===== src/rtl/rfsh_pkg.sv =====
package rfsh_pkg;

   typedef enum logic [1:0] {
      RF_CMD_NOP  = 2'b00,
      RF_CMD_PREA = 2'b01,
      RF_CMD_AREF = 2'b10
   } rf_cmd_e;

   typedef enum logic [2:0] {
      SQ_IDLE = 3'd0,
      SQ_PREA = 3'd1,
      SQ_WRP  = 3'd2,
      SQ_AREF = 3'd3,
      SQ_WRFC = 3'd4
   } sq_state_e;

   // refresh period in clock cycles, rounded down so the rate is never short
   function automatic int unsigned rf_interval(input int unsigned mhz,
                                               input int unsigned ms,
                                               input int unsigned count);
      return (mhz * 1000 * ms) / count;
   endfunction

endpackage


===== src/rtl/rfsh_tick_gen.sv =====
module rfsh_tick_gen #(
   parameter int unsigned INTERVAL = 390
) (
   input  logic clk,
   input  logic rst_n,
   output logic tick
);
   localparam int CW = (INTERVAL > 1) ? $clog2(INTERVAL) : 1;
   localparam logic [CW-1:0] RELOAD = CW'(INTERVAL - 1);

   logic [CW-1:0] cnt_q;

   always_ff @(posedge clk or negedge rst_n) begin
      if (!rst_n)             cnt_q <= RELOAD;
      else if (cnt_q == '0)   cnt_q <= RELOAD;
      else                    cnt_q <= cnt_q - 1'b1;
   end

   assign tick = (cnt_q == '0);

   // checker: independent up-counter of cycles since the last tick
   logic [CW:0] gap_q;
   always_ff @(posedge clk or negedge rst_n) begin
      if (!rst_n)    gap_q <= '0;
      else if (tick) gap_q <= '0;
      else           gap_q <= gap_q + 1'b1;
   end

   p_tick_period_r1: assert property (@(posedge clk) disable iff (!rst_n)
      tick |-> (gap_q == (CW+1)'(INTERVAL - 1)))
      else $error("tick spacing differs from INTERVAL");

   p_tick_single_r1: assert property (@(posedge clk) disable iff (!rst_n)
      tick |=> !tick)
      else $error("tick lasted more than one cycle");

endmodule


===== src/rtl/rfsh_pend_ctr.sv =====
module rfsh_pend_ctr #(
   parameter int unsigned PEND_MAX = 8
) (
   input  logic clk,
   input  logic rst_n,
   input  logic tick,
   input  logic take,
   output logic pend_nz,
   output logic sat
);
   localparam int PW = $clog2(PEND_MAX + 1);
   localparam logic [PW-1:0] TOP = PW'(PEND_MAX);

   logic [PW-1:0] cnt_q, cnt_d;

   always_comb begin
      cnt_d = cnt_q;
      if (tick && !take && (cnt_q != TOP)) cnt_d = cnt_q + 1'b1;
      else if (take && !tick)              cnt_d = cnt_q - 1'b1;
   end

   always_ff @(posedge clk or negedge rst_n) begin
      if (!rst_n) cnt_q <= '0;
      else        cnt_q <= cnt_d;
   end

   assign pend_nz = (cnt_q != '0);
   assign sat     = (cnt_q == TOP);

   p_no_overflow_r3: assert property (@(posedge clk) disable iff (!rst_n)
      cnt_q <= TOP)
      else $error("credit count above PEND_MAX");

   p_take_has_credit_r2: assert property (@(posedge clk) disable iff (!rst_n)
      take |-> (cnt_q != '0))
      else $error("refresh issued without a credit");

   p_sat_holds_r3: assert property (@(posedge clk) disable iff (!rst_n)
      (sat && tick && !take) |=> sat)
      else $error("saturated count changed on tick");

endmodule


===== src/rtl/rfsh_seq.sv =====
module rfsh_seq
   import rfsh_pkg::*;
#(
   parameter int unsigned NUM_BANKS      = 4,
   parameter int unsigned T_RP           = 3,
   parameter int unsigned T_RFC          = 9,
   parameter bit          SKIP_IDLE_PREA = 1'b1
) (
   input  logic                 clk,
   input  logic                 rst_n,
   input  logic                 pend_nz,
   input  logic [NUM_BANKS-1:0] bank_open,
   input  logic                 rf_gnt,
   output logic                 rf_req,
   output logic                 busy,
   output rf_cmd_e              cmd,
   output logic                 take
);
   localparam int unsigned WMAX = (T_RP > T_RFC) ? T_RP : T_RFC;
   localparam int WW = $clog2(WMAX);
   localparam int SW = $clog2(T_RP + 1);

   sq_state_e     state_q, state_d;
   logic [WW-1:0] wcnt_q, wcnt_d;
   logic          need_prea;

   generate
      if (SKIP_IDLE_PREA) begin : g_skip_idle
         assign need_prea = |bank_open;
      end else begin : g_always_prea
         assign need_prea = 1'b1;
      end
   endgenerate

   always_comb begin
      state_d = state_q;
      wcnt_d  = wcnt_q;
      unique case (state_q)
         SQ_IDLE: if (pend_nz && rf_gnt) state_d = need_prea ? SQ_PREA : SQ_AREF;
         SQ_PREA: begin
            state_d = SQ_WRP;
            wcnt_d  = WW'(T_RP - 2);
         end
         SQ_WRP: begin
            if (wcnt_q == '0) state_d = SQ_AREF;
            else              wcnt_d  = wcnt_q - 1'b1;
         end
         SQ_AREF: begin
            state_d = SQ_WRFC;
            wcnt_d  = WW'(T_RFC - 2);
         end
         SQ_WRFC: begin
            if (wcnt_q == '0) state_d = SQ_IDLE;
            else              wcnt_d  = wcnt_q - 1'b1;
         end
         default: state_d = SQ_IDLE;
      endcase
   end

   always_ff @(posedge clk or negedge rst_n) begin
      if (!rst_n) begin
         state_q <= SQ_IDLE;
         wcnt_q  <= '0;
      end else begin
         state_q <= state_d;
         wcnt_q  <= wcnt_d;
      end
   end

   assign rf_req = (state_q == SQ_IDLE) && pend_nz;
   assign busy   = (state_q != SQ_IDLE);
   assign take   = (state_q == SQ_AREF);

   always_comb begin
      unique case (state_q)
         SQ_PREA: cmd = RF_CMD_PREA;
         SQ_AREF: cmd = RF_CMD_AREF;
         default: cmd = RF_CMD_NOP;
      endcase
   end

   // checker: cycles since the last PRECHARGE-all, saturating at T_RP
   logic [SW-1:0] since_q;
   always_ff @(posedge clk or negedge rst_n) begin
      if (!rst_n)                   since_q <= SW'(T_RP);
      else if (cmd == RF_CMD_PREA)  since_q <= SW'(1);
      else if (since_q < SW'(T_RP)) since_q <= since_q + 1'b1;
   end

   p_trp_met_r5: assert property (@(posedge clk) disable iff (!rst_n)
      (cmd == RF_CMD_AREF) |-> (since_q >= SW'(T_RP)))
      else $error("AUTO REFRESH before tRP elapsed");

   p_banks_closed_r5: assert property (@(posedge clk) disable iff (!rst_n)
      (cmd == RF_CMD_AREF) |-> (bank_open == '0))
      else $error("AUTO REFRESH with a bank open");

   p_grant_starts_r4: assert property (@(posedge clk) disable iff (!rst_n)
      (rf_req && rf_gnt) |=> (busy && (cmd != RF_CMD_NOP)))
      else $error("grant did not start a sequence");

   p_rfc_hold_r6: assert property (@(posedge clk) disable iff (!rst_n)
      (cmd == RF_CMD_AREF) |=> (busy && (cmd == RF_CMD_NOP)))
      else $error("bus released right after AUTO REFRESH");

   p_no_req_busy_r2: assert property (@(posedge clk) disable iff (!rst_n)
      busy |-> !rf_req)
      else $error("request raised during a sequence");

endmodule


===== src/rtl/rfsh_sched.sv =====
module rfsh_sched
   import rfsh_pkg::*;
#(
   parameter int unsigned CLK_MHZ        = 100,
   parameter int unsigned RETENTION_MS   = 64,
   parameter int unsigned REFRESH_COUNT  = 8192,
   parameter int unsigned NUM_BANKS      = 4,
   parameter int unsigned ADDR_W         = 13,
   parameter int unsigned AP_BIT         = 10,
   parameter int unsigned PEND_MAX       = 8,
   parameter int unsigned T_RP           = 3,
   parameter int unsigned T_RFC          = 9,
   parameter bit          SKIP_IDLE_PREA = 1'b1
) (
   input  logic                 clk,
   input  logic                 rst_n,
   input  logic [NUM_BANKS-1:0] bank_open,
   input  logic                 rf_gnt,
   output logic                 rf_req,
   output logic                 rf_urgent,
   output logic                 busy,
   output logic [1:0]           cmd_op,
   output logic [ADDR_W-1:0]    cmd_addr
);
   localparam int unsigned INTERVAL = rf_interval(CLK_MHZ, RETENTION_MS, REFRESH_COUNT);
   localparam logic [ADDR_W-1:0] PREA_ADDR = ADDR_W'(1) << AP_BIT;

   initial begin
      a_cfg_interval: assert (INTERVAL > T_RP + T_RFC + 2)
         else $error("refresh period too short for one sequence");
      a_cfg_trp: assert (T_RP >= 2) else $error("T_RP must be at least 2");
      a_cfg_trfc: assert (T_RFC >= 2) else $error("T_RFC must be at least 2");
      a_cfg_pend: assert (PEND_MAX >= 1) else $error("PEND_MAX must be at least 1");
      a_cfg_apbit: assert (AP_BIT < ADDR_W) else $error("AP_BIT outside address");
      a_cfg_banks: assert (NUM_BANKS >= 1) else $error("NUM_BANKS must be at least 1");
   end

   logic    tick, take, pend_nz, sat;
   rf_cmd_e cmd;

   rfsh_tick_gen #(.INTERVAL(INTERVAL)) u_tick (
      .clk   (clk),
      .rst_n (rst_n),
      .tick  (tick)
   );

   rfsh_pend_ctr #(.PEND_MAX(PEND_MAX)) u_pend (
      .clk     (clk),
      .rst_n   (rst_n),
      .tick    (tick),
      .take    (take),
      .pend_nz (pend_nz),
      .sat     (sat)
   );

   rfsh_seq #(
      .NUM_BANKS      (NUM_BANKS),
      .T_RP           (T_RP),
      .T_RFC          (T_RFC),
      .SKIP_IDLE_PREA (SKIP_IDLE_PREA)
   ) u_seq (
      .clk       (clk),
      .rst_n     (rst_n),
      .pend_nz   (pend_nz),
      .bank_open (bank_open),
      .rf_gnt    (rf_gnt),
      .rf_req    (rf_req),
      .busy      (busy),
      .cmd       (cmd),
      .take      (take)
   );

   assign rf_urgent = sat;
   assign cmd_op    = cmd;
   assign cmd_addr  = PREA_ADDR;

   p_urgent_owned_r3: assert property (@(posedge clk) disable iff (!rst_n)
      rf_urgent |-> (rf_req || busy))
      else $error("urgent without request or sequence");

   p_cmd_legal_r7: assert property (@(posedge clk) disable iff (!rst_n)
      (cmd_op != 2'b11) && (!busy -> (cmd_op == 2'b00)))
      else $error("command outside a sequence");

endmodule


===== config.mk =====
export PLATFORM = sky130hd
export DESIGN_NAME = rfsh_sched
export DESIGN_NICKNAME = d
export VERILOG_FILES = /design/src/rtl/rfsh_pkg.sv /design/src/rtl/rfsh_tick_gen.sv /design/src/rtl/rfsh_pend_ctr.sv /design/src/rtl/rfsh_seq.sv /design/src/rtl/rfsh_sched.sv
export SDC_FILE = /design/constraint.sdc
export NUM_CORES = 1
export LEC_CHECK = 0
export ABC_CLOCK_PERIOD_IN_PS = 3700
export BUFFER_PORTS_ARGS = -buffer_cell sky130_fd_sc_hd__buf_2
export CAP_MARGIN = 20
export CORE_MARGIN = 1.5
export CORE_UTILIZATION = 55
export DETAILED_ROUTE_END_ITERATION = 12
export PLACE_DENSITY = 0.81
export SYNTH_ARGS = -nofsm -noshare
export SYNTH_HDL_FRONTEND = slang
export SYNTH_HIERARCHICAL = 1
export SYNTH_SLANG_ARGS = --single-unit

===== constraint.sdc =====
create_clock -name clk -period 3.7 [get_ports clk]
set_input_delay 0.37 -clock clk [delete_from_list [all_inputs] [get_ports clk]]
set_output_delay 0.37 -clock clk [all_outputs]
set_load 0.005 [all_outputs]

==> impl_summary.log, run 1 <==
[metrics] run status: finished with violations
[metrics] failing checks: negative hold slack
[metrics] antenna violations before repair: 0
[metrics] synthesized netlist cell count: approximately 150
[metrics] iteration count of the initial detailed-routing pass: 5
[metrics] global-route usage over all layers: a little under a fifth
[metrics] Crit path required time: 3940 ps
[metrics] root buffer selected by CTS: sky130_fd_sc_hd__clkbuf_4
[metrics] antenna violation net count after detailed routing: 0
[metrics] routed wire length: around 2400 microns
[metrics] Clock Latency Late Sink: 300 ps
[metrics] Post-Synthesis Cell Area: roughly 0.0014 sq mm
[metrics] HP Class: primary input to async pin
[metrics] final cell count without fillers: approximately 180
[metrics] total grt overflow: 0
[metrics] Post-Place Cells: between 150 and 200
[metrics] TritonCTS clock tree: done
[metrics] number of buffers inserted to repair setup after CTS: 0
[metrics] std cell rows: 18
[metrics] Fmax: 330 MHz
[metrics] largest net degree at the start of global routing: 22
[metrics] mean cell area of the mapped netlist: just under 10 sq um
[metrics] setup-violating endpoint count in the final report: 0
[metrics] die outline height: approximately 54 microns
[metrics] H-tree levels: 1
[metrics] number of vias after detailed routing: a little over 1,000
[metrics] power per cell area: approximately 660 mW/mm^2
[metrics] total negative setup slack: 0 ps
[metrics] Area growth, synth to finish: 0.707%
[metrics] ys async rst share: between 90% and 100%
[metrics] antenna fix cells: 0
[metrics] Initial Utilization: between 50% and 60%
[metrics] number of clock buffers inserted by TritonCTS: 3
[metrics] post-layout minimum cycle time: a little over 3000 ps
[metrics] most common cell in the synthesized netlist: sky130_fd_sc_hd__dfrtp_1
[metrics] sequential element share of the synthesized area: 37.5%
[metrics] share of post-route cells with drive strength above 1: roughly 22%
[metrics] highest net fanout along the worst path: 10
[metrics] via count of the first global-routing pass: 926
[metrics] number of gates resized after cts: 0
[metrics] core area: 0.00245 sq mm
[metrics] portion of the clock cycle consumed by the worst path in the final layout: approximately four fifths
[metrics] data arrival time of the worst path: 3270 ps
[metrics] hold slack: -1.01 ps
[metrics] number of distinct library cells after synthesis: 48
[metrics] detailed placement HPWL: approximately 1700 microns
[metrics] hold buffers post-CTS: 0
[metrics] RSZ-0062 raised after global routing: false
[metrics] maximum clock path buffer count: 2
[metrics] layout net count: about 170
[metrics] top post-synthesis cells by area: sky130_fd_sc_hd__dfrtp_1 30%, sky130_fd_sc_hd__buf_4 8.5%, sky130_fd_sc_hd__dfstp_2 7.4%, sky130_fd_sc_hd__ha_1 4.4%, sky130_fd_sc_hd__nor2_1 3.7%
[metrics] routed length per instance: 13.1 microns
[metrics] cell area after placement: approximately 0.0014 sq mm
[metrics] synthesized flop and latch total: 21
[metrics] share of Yosys cell area claimed by the top area cell type: 30.0%
[metrics] RD Place Congestion: approximately 0.80
[metrics] EDFF count, synth: 0
[metrics] final instance area: between 0.001 and 0.0015 sq mm
[metrics] final hold vios: 1
[metrics] overall die width: about 54 microns
[metrics] final max-slew violation count: 0
[metrics] number of violations of the max-capacitance limit: 0
[metrics] detailed-route DRC error count: 0
[metrics] clock transition at the registers of the reported paths: 120 ps
[metrics] static power due to leakage: 0.636 nW
[metrics] number of top-level pins: 25
[metrics] maximum VDD drop: between 0.4 and 0.5 mV
[metrics] launching element type of the critical path: flip-flop
[metrics] Post-synth top flop: sky130_fd_sc_hd__dfrtp_1
[metrics] cell type contributing the most total cell area after synthesis: sky130_fd_sc_hd__dfrtp_1
[metrics] skew final: roughly 2.7 ps
[metrics] critical path type: flip-flop to flip-flop
[metrics] number of buffer cells added on primary ports: 11
[metrics] endpoint class of the critical path: flip-flop
[metrics] Layout Utilization: 58.1%
[metrics] Die Footprint: 0.00289 sq mm
[metrics] first-pass GRT wire length: slightly below 4000 microns
[metrics] top post-synthesis cells by count: 17 x sky130_fd_sc_hd__dfrtp_1, 16 x sky130_fd_sc_hd__buf_4, 14 x sky130_fd_sc_hd__nor2_1
[metrics] clk sinks: 21
[metrics] average vias per placed instance: 5.62
[metrics] yosys warns: 6
[metrics] count of routing violations after the opening detailed-route iteration: 15
==> metrics by stage <==
step | total power (W) | hold slack [ps] | setup WS [ps]
6_report | 0.000934 | -1.01 | 668
5_1_grt | 0.00102 | 30.0 | 548
3_5_place_dp | 0.000823 | 349 | 722
3_3_place_gp | 0.000792 | 341 | 851
2_1_floorplan | 0.000751 | 74.4 | 1000
4_1_cts | 0.000938 | 6.77 | 678
==> worst max-delay path: stages, from the launching register on <==
cell and delay (ps):
sky130_fd_sc_hd__dfrtp_1 450, sky130_fd_sc_hd__or3_1 420, sky130_fd_sc_hd__and4bb_1 500, sky130_fd_sc_hd__or3b_4 480, sky130_fd_sc_hd__ha_1 300, sky130_fd_sc_hd__a21o_2 210
sky130_fd_sc_hd__a21oi_1 190, sky130_fd_sc_hd__mux2i_1 260, sky130_fd_sc_hd__xor2_1 160
==> area by class of cell <==
cell class              count  area, sq um
flip-flops and latches     21          531
clock buffers               3         22.5
repair buffers             11         55.1
inverters                   7         26.3
fillers                   211         1030
clock inverters             1         5.00
well taps                  30         37.5
multi-input cells         109          749
==> final timing paths <==
kind                                  from                to  slack (ps)  cells after the start
max                        u_tick/cnt_q[4]   u_pend/cnt_q[3]         670                      8
min                                  rst_n  u_seq/state_q[0]          -1                      1
max reg2reg                u_tick/cnt_q[4]   u_pend/cnt_q[3]         670                      8
min reg2reg                u_tick/cnt_q[0]   u_tick/cnt_q[0]         480                      1
max in group asynchronous            rst_n   u_tick/cnt_q[8]        3350                      1
min in group clk                    rf_gnt  u_seq/state_q[0]         440                      4
==> layer usage <==
metal  up-vias  global-route usage, %  routed length, microns
met5         -                      0                       0
met4         0                   8.12                      16
met3         2                   1.67                      90
met2        28                   30.3                    1170
met1       498                   24.6                    1100
li1        495                      -                       -
==> report_power, final <==
part / switching (W) / leakage [nW] / internal (W)
clock network: 0.0000700 / 0.0177 / 0.0000403
registers: 0.000115 / 0.245 / 0.000292
logic: 0.000203 / 0.374 / 0.000214
==> state kept, by name, summed over array words and instances (netlist names) <==
| name | count |
|---|---|
| u_tick/cnt_q | 10 |
| u_pend/cnt_q | 4 |
| u_seq/state_q | 3 |
| u_seq/wcnt_q | 4 |
==> logic make-up after synthesis <==
family                     count (synthesis)  share of synthesized area [%]
AOI/OAI and AO/OA                         26                           11.9
xor gates and xnor gates                   6                           3.71
adders and majority gates                  6                           5.83
buffers and inverters                     27                           12.5
DFF                                       21                           37.5
muxes                                      4                           3.62
other                                      2                          0.530
and+or+nand+nor                           54                           24.4
==> placed cells by master, fill, tap and decap left out, types with 3 or more instances in the layout <==
master,count
sky130_fd_sc_hd__o21ai_0,8
sky130_fd_sc_hd__or3_1,8
sky130_fd_sc_hd__ha_1,5
sky130_fd_sc_hd__nand2_1,4
sky130_fd_sc_hd__conb_1,13
sky130_fd_sc_hd__dfstp_2,4
sky130_fd_sc_hd__clkbuf_4,3
sky130_fd_sc_hd__xor2_1,6
sky130_fd_sc_hd__dfrtp_1,17
sky130_fd_sc_hd__inv_1,7
sky130_fd_sc_hd__nor3_1,3
sky130_fd_sc_hd__buf_2,11
sky130_fd_sc_hd__nor2_1,14
sky130_fd_sc_hd__nor2b_1,3
sky130_fd_sc_hd__a21oi_1,8
Power figures use the tool's default switching activity.
==> inputs of run 2 (changes only) <==
--- a/config.mk
+++ b/config.mk
@@ -5,13 +5,13 @@
 export SDC_FILE = /design/constraint.sdc
 export NUM_CORES = 1
 export LEC_CHECK = 0
-export ABC_CLOCK_PERIOD_IN_PS = 3700
+export ABC_CLOCK_PERIOD_IN_PS = 2700
 export BUFFER_PORTS_ARGS = -buffer_cell sky130_fd_sc_hd__buf_2
 export CAP_MARGIN = 20
 export CORE_MARGIN = 1.5
-export CORE_UTILIZATION = 55
+export CORE_UTILIZATION = 50
 export DETAILED_ROUTE_END_ITERATION = 12
-export PLACE_DENSITY = 0.81
+export PLACE_DENSITY = 0.77
 export SYNTH_ARGS = -nofsm -noshare
 export SYNTH_HDL_FRONTEND = slang
 export SYNTH_HIERARCHICAL = 1
==> constraint.sdc (replaced) <==
create_clock -name clk -period 2.7 [get_ports clk]
set_input_delay 0.27 -clock clk [delete_from_list [all_inputs] [get_ports clk]]
set_output_delay 0.27 -clock clk [all_outputs]
set_load 0.005 [all_outputs]
==> run 2 against run 1 <==
  * The run now ends clean
  * Critical endpoint unchanged
  * Final cell count rose by 4.4%
  * Combinational power rose by 62%
  * Clock-buffer cell count rose by 1
  * First-iteration DRC count rose to 3.0 times the previous value
  * Design area rose by 5.0%
==> impl_summary.log, run 2 (synthesis gave the netlist of run 1 again) <==
[metrics] core area: 0.00271 sq mm (+10%)
[metrics] sequential cell area: 531 sq um (unchanged)
[metrics] largest registers: u_tick/cnt_q: 10 flops, u_pend/cnt_q: 4 flops, u_seq/wcnt_q: 4 flops
[metrics] routed length per instance: 13.4 microns (+2.4%)
[metrics] critical register-to-register path startpoint: u_tick/cnt_q[4]
[metrics] number of vias after detailed routing: 1,040 (+1.7%)
[metrics] slowest stage cell on the critical path: sky130_fd_sc_hd__dfrtp_1
[metrics] number of buffer cells added on primary ports: 11 (unchanged)
[metrics] data arrival time of the worst path: 2850 ps (-420 ps)
[metrics] Multi-input gate area: 766 sq um (+2.2%)
[metrics] root buffer selected by CTS: sky130_fd_sc_hd__clkbuf_4
[metrics] worst setup slack after layout: 90.6 ps (-578 ps)
[metrics] final cell count without fillers: 190 (+4.4%)
[metrics] Post-Place Cells: 184 (+3.4%)
[metrics] std cell rows: 19 (+1)
[metrics] iteration count of the initial detailed-routing pass: 6 (+1)
[metrics] antenna violations before repair: 0 (unchanged)
[metrics] total negative setup slack: 0 ps (unchanged)
[metrics] maximum clock path buffer count: 2 (unchanged)
[metrics] skew final: 7.61 ps (+4.88 ps)
[metrics] total grt overflow: 0 (unchanged)
[metrics] Hold Crit Start: rf_gnt
[metrics] RD Place Congestion: 0.752 (-5.5%)
[metrics] average vias per placed instance: 5.47 (-2.6%)
[metrics] portion of the clock cycle consumed by the worst path in the final layout: 96.6% (+15 points)
[metrics] number of clock buffers inserted by TritonCTS: 3 (unchanged)
[metrics] via count of the first global-routing pass: 945 (+2.1%)
[metrics] largest net degree at the start of global routing: 22 (unchanged)
[metrics] H-tree levels: 1 (unchanged)
[metrics] routed wire length: 2540 microns (+6.9%)
[metrics] Initial Utilization: 52.3% (-5.4 points)
[metrics] maximum VDD drop: 0.710 mV (+53%)
[metrics] post-layout minimum cycle time: 2610 ps (-422 ps)
[metrics] Area growth, synth to finish: 5.74%
[metrics] clk sinks: 21 (unchanged)
[metrics] detailed-route DRC error count: 0 (unchanged)
[metrics] Fmax: 383 MHz (+16%)
[metrics] count of routing violations after the opening detailed-route iteration: 45 (+30)
[metrics] antenna fix cells: 0 (unchanged)
[metrics] first-pass GRT wire length: 4270 microns (+9.8%)
[metrics] number of violations of the max-capacitance limit: 0 (unchanged)
[metrics] share of post-route cells with drive strength above 1: 26.4% (+4.0 points)
[metrics] critical path type: flip-flop to flip-flop
[metrics] setup-violating endpoint count in the final report: 0 (unchanged)
[metrics] number of top-level pins: 25 (unchanged)
[metrics] final max-slew violation count: 0 (unchanged)
[metrics] worst slack at placement: 80.2 ps (-642 ps)
[metrics] RSZ-0062 raised after global routing: false
[metrics] endpoint class of the critical path: flip-flop
[metrics] TritonCTS clock tree: done
[metrics] overall die width: 56.2 microns (+4.6%)
[metrics] antenna violation net count after detailed routing: 0 (unchanged)
[metrics] flip-flop count of the largest register after layout: 10 (unchanged)
[metrics] detailed placement HPWL: 1840 microns (+5.5%)
[metrics] power per cell area: 886 mW/mm^2 (+35%)
[metrics] run status: finished clean
[metrics] Die Footprint: 0.00316 sq mm (+9.4%)
[metrics] Layout fillers: 246 (+17%)
[metrics] top library cells by usage in the layout, fill and taps aside: 17 x sky130_fd_sc_hd__dfrtp_1, 14 x sky130_fd_sc_hd__nor2_1, 13 x sky130_fd_sc_hd__conb_1
[metrics] die outline height: 56.2 microns (+4.6%)
[metrics] Clock Latency Late Sink: 310 ps (about the same)
[metrics] crit path cell chain: or3_4 > and4bb_1 > or3b_4 > ha_1 > a21o_2 > a21oi_2 > mux2i_1 > xor2_1
[metrics] Crit path required time: 2940 ps (-1000 ps)
[metrics] static power due to leakage: 0.680 nW (+6.9%)
[metrics] startpoint of the worst setup timing path: u_tick/cnt_q[4]
[metrics] clock transition at the registers of the reported paths: 120 ps (about the same)
[metrics] Reg with most FFs: u_tick/cnt_q
[metrics] highest net fanout along the worst path: 5 (-5)
[metrics] hold slack: 328 ps (+329 ps)
[metrics] final hold vios: 0 (-1)
[metrics] layout net count: 173 (+4.2%)
[metrics] launching element type of the critical path: flip-flop
[metrics] global-route usage over all layers: 17.2% (-1.2 points)
[metrics] Slowest Stage Delay on Critical Path: 440 ps (-60 ps)
[metrics] HP Class: primary input to flip-flop
[metrics] most common cell after layout, fill and taps aside: sky130_fd_sc_hd__dfrtp_1
==> run 2: changes by cell type in the layout (fill, tap and decap cells not counted) <==
cell                            before  now
sky130_fd_sc_hd__buf_4               0    6
sky130_fd_sc_hd__a21oi_1             8    7
sky130_fd_sc_hd__a21oi_2             1    2
sky130_fd_sc_hd__clkbuf_1            0    1
sky130_fd_sc_hd__clkinv_2            1    0
sky130_fd_sc_hd__dlygate4sd3_1       0    1
sky130_fd_sc_hd__nand2b_1            2    1
sky130_fd_sc_hd__nand2b_4            0    1
sky130_fd_sc_hd__or3_1               8    7
sky130_fd_sc_hd__or3_4               0    1
==> run 2: per-stage QoR <==
step	utilization, %	area, sq um	power, W
3_3_place_gp	53.0	1440	0.00112
2_1_floorplan	-	1460	0.00103
6_report	55.3	1500	0.00133
4_1_cts	54.4	1470	0.00132
3_5_place_dp	53.0	1440	0.00117
5_1_grt	55.3	1500	0.00144
==> run 2: repair_timing <==
| action | in CTS | in global routing |
|---|---|---|
| resized for setup | 0 | 3 |
| hold buffers | 1 | 0 |
| endpoints found under the setup margin | 0 | 2 |
| setup buffers | 0 | 1 |
| hold endpoints to repair | 17 | 0 |
==> run 2: where the power goes <==
group	internal [W]	leakage, nW	switching, W
clock	0.0000577	0.0150	0.0000980
sequential	0.000401	0.245	0.0000932
combinational	0.000324	0.420	0.000352
==> run 2: critical path, delay by kind of cell (launching register included) <==
family	cells	cell delay (ps)
AO/OA/AOI/OAI	2	370
XOR/XNOR	1	160
AND/OR/NAND/NOR	3	1080
adder cells (fa/ha/maj)	1	280
flip-flops	1	440
multiplexers	1	220
==> run 2: final cells by class <==
cell class	count	area share [%]
Clock buffer	4	1.75
Multi-Input combinational cell	109	51.1
Sequential cell	21	35.4
Tap cell	31	2.59
Timing Repair Buffer	18	7.35
Inverter	7	1.75
==> run 2: final timing paths <==
kind | to | slack (ps) | cells after the start
setup / recovery | u_pend/cnt_q[3] | 90 | 8
hold / removal | u_seq/state_q[0] | 330 | 4
setup reg to reg | u_pend/cnt_q[3] | 90 | 8
hold reg to reg | u_tick/cnt_q[0] | 450 | 1
max in group asynchronous | u_tick/cnt_q[2] | 1930 | 2
min in group asynchronous | u_tick/cnt_q[7] | 420 | 2
==> run 2: layer usage <==
metal | wire, microns | track usage, %
met1 | 1210 | 24.3
met2 | 1230 | 27.2
met3 | 72 | 2.09
met4 | 36 | 6.12
met5 | 0 | 0
==> inputs of run 3 (changes only) <==
--- a/config.mk
+++ b/config.mk
@@ -5,6 +5,7 @@
 export SDC_FILE = /design/constraint.sdc
 export NUM_CORES = 1
 export LEC_CHECK = 0
+export ABC_AREA = 1
 export ABC_CLOCK_PERIOD_IN_PS = 2700
 export BUFFER_PORTS_ARGS = -buffer_cell sky130_fd_sc_hd__buf_2
 export CAP_MARGIN = 20
==> run 3 against run 2 <==
  * Largest power group is now registers
  * Highest routed layer is now met3
  * Sequential power down 36%
  * Clock power fell by 6%
  * Combinational power decreased by 98%
==> impl_summary.log, run 3 <==
[metrics] yosys warns: 6 (unchanged)
[metrics] launching element type of the critical path: flip-flop
[metrics] global-route usage over all layers: 14.9% (-2.3 points)
[metrics] largest net degree at the start of global routing: 22 (unchanged)
[metrics] highest net fanout along the worst path: 7 (+2)
[metrics] Fmax: 427 MHz (+11%)
[metrics] overall die width: 56.9 microns (+1.1%)
[metrics] Crit path required time: 2950 ps (about the same)
[metrics] routed wire length: 2270 microns (-11%)
[metrics] antenna fix cells: 0 (unchanged)
[metrics] number of violations of the max-capacitance limit: 0 (unchanged)
[metrics] number of clock buffers inserted by TritonCTS: 3 (unchanged)
[metrics] Post-synth top flop: sky130_fd_sc_hd__dfrtp_1
[metrics] share of post-route cells with drive strength above 1: 16.7% (-9.7 points)
[metrics] number of top-level pins: 25 (unchanged)
[metrics] cell type contributing the most total cell area after synthesis: sky130_fd_sc_hd__dfrtp_1
[metrics] setup-violating endpoint count in the final report: 0 (unchanged)
[metrics] Hold Crit Start: bank_open[0]
[metrics] portion of the clock cycle consumed by the worst path in the final layout: 86.8% (-9.9 points)
[metrics] mean cell area of the mapped netlist: 7.36 sq um (-24%)
[metrics] Sw Pwr: 0.000101 W (-81%)
[metrics] share of Yosys cell area claimed by the top area cell type: 29.3% (-0.70 points)
[metrics] worst setup slack after layout: 358 ps (+267 ps)
[metrics] clock share of power: 30.7% (+19 points)
[metrics] first-pass GRT wire length: 3900 microns (-8.7%)
[metrics] Hold Path Stages: 6 (+2)
[metrics] maximum clock path buffer count: 2 (unchanged)
[metrics] worst min-delay path endpoint: u_seq/state_q[1]
[metrics] static power due to leakage: 0.868 nW (+28%)
[metrics] iteration count of the initial detailed-routing pass: 4 (-2)
[metrics] number of buffer cells added on primary ports: 11 (unchanged)
[metrics] Reg with most FFs: u_tick/cnt_q
[metrics] crit path cell chain: inv_1 > ha_1 > nand3_2 > nor3_4 > inv_1 > nor2_2 > nand2_4 > ha_1 > or2_1 > nand2_1 > nand2_1 > o21ai_1 > nand2_1 > nand2_1
[metrics] final hold vios: 0 (unchanged)
[metrics] antenna violation net count after detailed routing: 0 (unchanged)
[metrics] power share of the combinational group: 3.4% (-48 points)
[metrics] power per cell area: 315 mW/mm^2 (-64%)
[metrics] synthesized netlist cell count: 197 (+35%)
[metrics] most common cell after layout, fill and taps aside: sky130_fd_sc_hd__nand2_1
[metrics] Crit path max-delay family: simple AND/OR/NAND/NOR gates
[metrics] Slowest Stage Delay on Critical Path: 390 ps (-50 ps)
[metrics] Post-Place Cells: 236 (+28%)
[metrics] detailed-route DRC error count: 0 (unchanged)
[metrics] top post-synthesis cells by count: 52 x sky130_fd_sc_hd__nand2_1, 27 x sky130_fd_sc_hd__nor2_1, 26 x sky130_fd_sc_hd__inv_1
[metrics] HP Class: primary input to flip-flop
[metrics] largest registers: u_tick/cnt_q: 10 flops, u_pend/cnt_q: 4 flops, u_seq/wcnt_q: 4 flops
[metrics] synthesized flop and latch total: 21 (unchanged)
[metrics] layout net count: 224 (+29%)
[metrics] via count of the first global-routing pass: 959 (+1.5%)
[metrics] sequential group share of total power: 65.9% (+29 points)
[metrics] minimum setup slack among reg-to-reg paths: 360 ps (+270 ps)
[metrics] top library cells by usage in the layout, fill and taps aside: 52 x sky130_fd_sc_hd__nand2_1, 27 x sky130_fd_sc_hd__nor2_1, 26 x sky130_fd_sc_hd__inv_1
[metrics] Initial Utilization: 52.6% (+0.32 points)
[metrics] Post-Synthesis Cell Area: 0.00145 sq mm (+2.4%)
[metrics] total grt overflow: 0 (unchanged)
[metrics] RSZ-0062 raised after global routing: false
[metrics] clock transition at the registers of the reported paths: 110 ps (about the same)
[metrics] power consumption: 0.000477 W (-64%)
[metrics] maximum VDD drop: 0.286 mV (-60%)
[metrics] top post-synthesis cells by area: sky130_fd_sc_hd__dfrtp_1 29%, sky130_fd_sc_hd__nand2_1 13%, sky130_fd_sc_hd__buf_4 7.2%, sky130_fd_sc_hd__dfstp_2 7.2%, sky130_fd_sc_hd__nor2_1 7.0%
[metrics] flip-flop count of the largest register after layout: 10 (unchanged)
[metrics] total negative setup slack: 0 ps (unchanged)
[metrics] Critical path buffers and inverters: 2 (+2)
[metrics] most common cell in the synthesized netlist: sky130_fd_sc_hd__nand2_1
[metrics] data arrival time of the worst path: 2590 ps (-260 ps)
[metrics] worst slack at placement: 350 ps (+270 ps)
[metrics] Clock Latency Late Sink: 300 ps (about the same)
[metrics] average vias per placed instance: 4.55 (-17%)
[metrics] Die Footprint: 0.00323 sq mm (+2.3%)
[metrics] std cell rows: 19 (unchanged)
[metrics] TritonCTS clock tree: done
[metrics] critical register-to-register path startpoint: u_tick/cnt_q[0]
[metrics] Layout Utilization: 55.0% (-0.27 points)
[metrics] number of buffers inserted to repair setup after CTS: 0 (unchanged)
[metrics] post-layout minimum cycle time: 2340 ps (-267 ps)
[metrics] endpoint class of the critical path: flip-flop
[metrics] H-tree levels: 1 (unchanged)
[metrics] Area growth, synth to finish: 4.57%
[metrics] EDFF count, synth: 0 (unchanged)
[metrics] cell depth of the worst flop-to-flop path: 14 (+6)
[metrics] detailed placement HPWL: 1810 microns (-1.4%)
[metrics] critical path type: flip-flop to flip-flop
[metrics] final max-slew violation count: 0 (unchanged)
[metrics] slowest stage cell on the critical path: sky130_fd_sc_hd__dfrtp_1
[metrics] sequential element share of the synthesized area: 36.6% (-0.87 points)
[metrics] number of distinct library cells after synthesis: 24 (-50%)
[metrics] RD Place Congestion: 0.793 (+5.4%)
[metrics] clk sinks: 21 (unchanged)
[metrics] root buffer selected by CTS: sky130_fd_sc_hd__clkbuf_4
[metrics] run status: finished clean
[metrics] core area: 0.00276 sq mm (+1.8%)
[metrics] cell mode on critical path: sky130_fd_sc_hd__nand2_1
[metrics] Switching Fraction: 21.1% (-20 points)
[metrics] ys async rst share: 100% (unchanged)
[metrics] number of vias after detailed routing: 1,096 (+5.4%)
[metrics] count of routing violations after the opening detailed-route iteration: 18 (-60%)
[metrics] skew final: 6.73 ps (-0.879 ps)
[metrics] antenna violations before repair: 0 (unchanged)
[metrics] internal power contribution: 0.000377 W (-52%)
[metrics] die outline height: 56.9 microns (+1.1%)
[metrics] final cell count without fillers: 241 (+27%)
[metrics] routed length per instance: 9.41 microns (-30%)
[metrics] Worst R2R End: u_pend/cnt_q[3]
run 3: cell count changes after synthesis, moves of 5 or more:
cell,previous run,this run
sky130_fd_sc_hd__nand3_1,0,18
sky130_fd_sc_hd__a21oi_1,8,1
sky130_fd_sc_hd__nor2_1,14,27
sky130_fd_sc_hd__nand2_1,4,52
sky130_fd_sc_hd__o21ai_0,8,3
sky130_fd_sc_hd__inv_1,7,26
sky130_fd_sc_hd__nor2_2,0,6
sky130_fd_sc_hd__or3_1,8,0
run 3: stage by stage:
| step | hold slack (ps) | area (sq um) |
|---|---|---|
| floorplan | -25.6 | 1490 |
| global route | 305 | 1520 |
| finish | 295 | 1520 |
| global placement | 252 | 1480 |
| detailed placement | 254 | 1480 |
| CTS | 283 | 1520 |
run 3: timing repair:
item,in CTS,in global routing
endpoints found under the hold margin,17,0
hold buffers,1,0
gates resized for setup,0,0
run 3: worst register-to-register path, delay by kind of cell (launching register included):
family                   cells  cell delay [ps]
AO/OA/AOI/OAI                1               70
adder cells (fa/ha/maj)      2              540
buffers and inverters        2              180
flip-flops                   1              390
AND/OR/NAND/NOR              9             1120
run 3: power by group through the flow:
stage	sequential (W)	combinational [W]	clock [W]
after floorplan	0.000321	0.0000186	0
after global placement	0.000321	0.0000152	0
after detailed placement	0.000321	0.0000154	0
after CTS	0.000315	0.0000165	0.000158
after global routing	0.000315	0.0000193	0.000170
final	0.000315	0.0000161	0.000147
run 3: cell families (layout without fill, tap and decap cells):
logic type	Yosys count	count (layout)	share of synthesized area (%)
AOI/OAI and AO/OA	6	6	2.07
xor gates and xnor gates	5	5	3.02
adders and majority gates	6	6	5.69
buffers and inverters	41	43	14.2
DFF	21	21	36.6
other	2	13	0.518
and+or+nand+nor	116	116	37.9
run 3: cell type report:
type                       instances  area, sq um
sequential                        21          531
timing repair buffer              12         65.1
clock buffer                       4         26.3
tap                               31         38.8
multi-input combinational        146          754
inverter                          27          101
fill                             264         1240
run 3: worst max path at each step:
stage / startpoint / end / slack (ps) / cells after the start
after global placement: u_tick/cnt_q[0] / u_pend/cnt_q[3] / 400 / 13
after CTS: u_tick/cnt_q[0] / u_pend/cnt_q[3] / 340 / 14
after floorplan: u_tick/cnt_q[0] / u_pend/cnt_q[3] / 510 / 13
after detailed placement: u_tick/cnt_q[0] / u_pend/cnt_q[3] / 350 / 13
final: u_tick/cnt_q[0] / u_pend/cnt_q[3] / 360 / 14
after global routing: u_tick/cnt_q[0] / u_pend/cnt_q[3] / 110 / 14
run 3: routing by layer:
layer	vias up	track usage (%)	wire (microns)
met5	-	0	0
met4	0	3.99	0
met3	0	2.07	55
met2	12	23.9	1050
met1	478	21.1	1160
li1	606	-	-
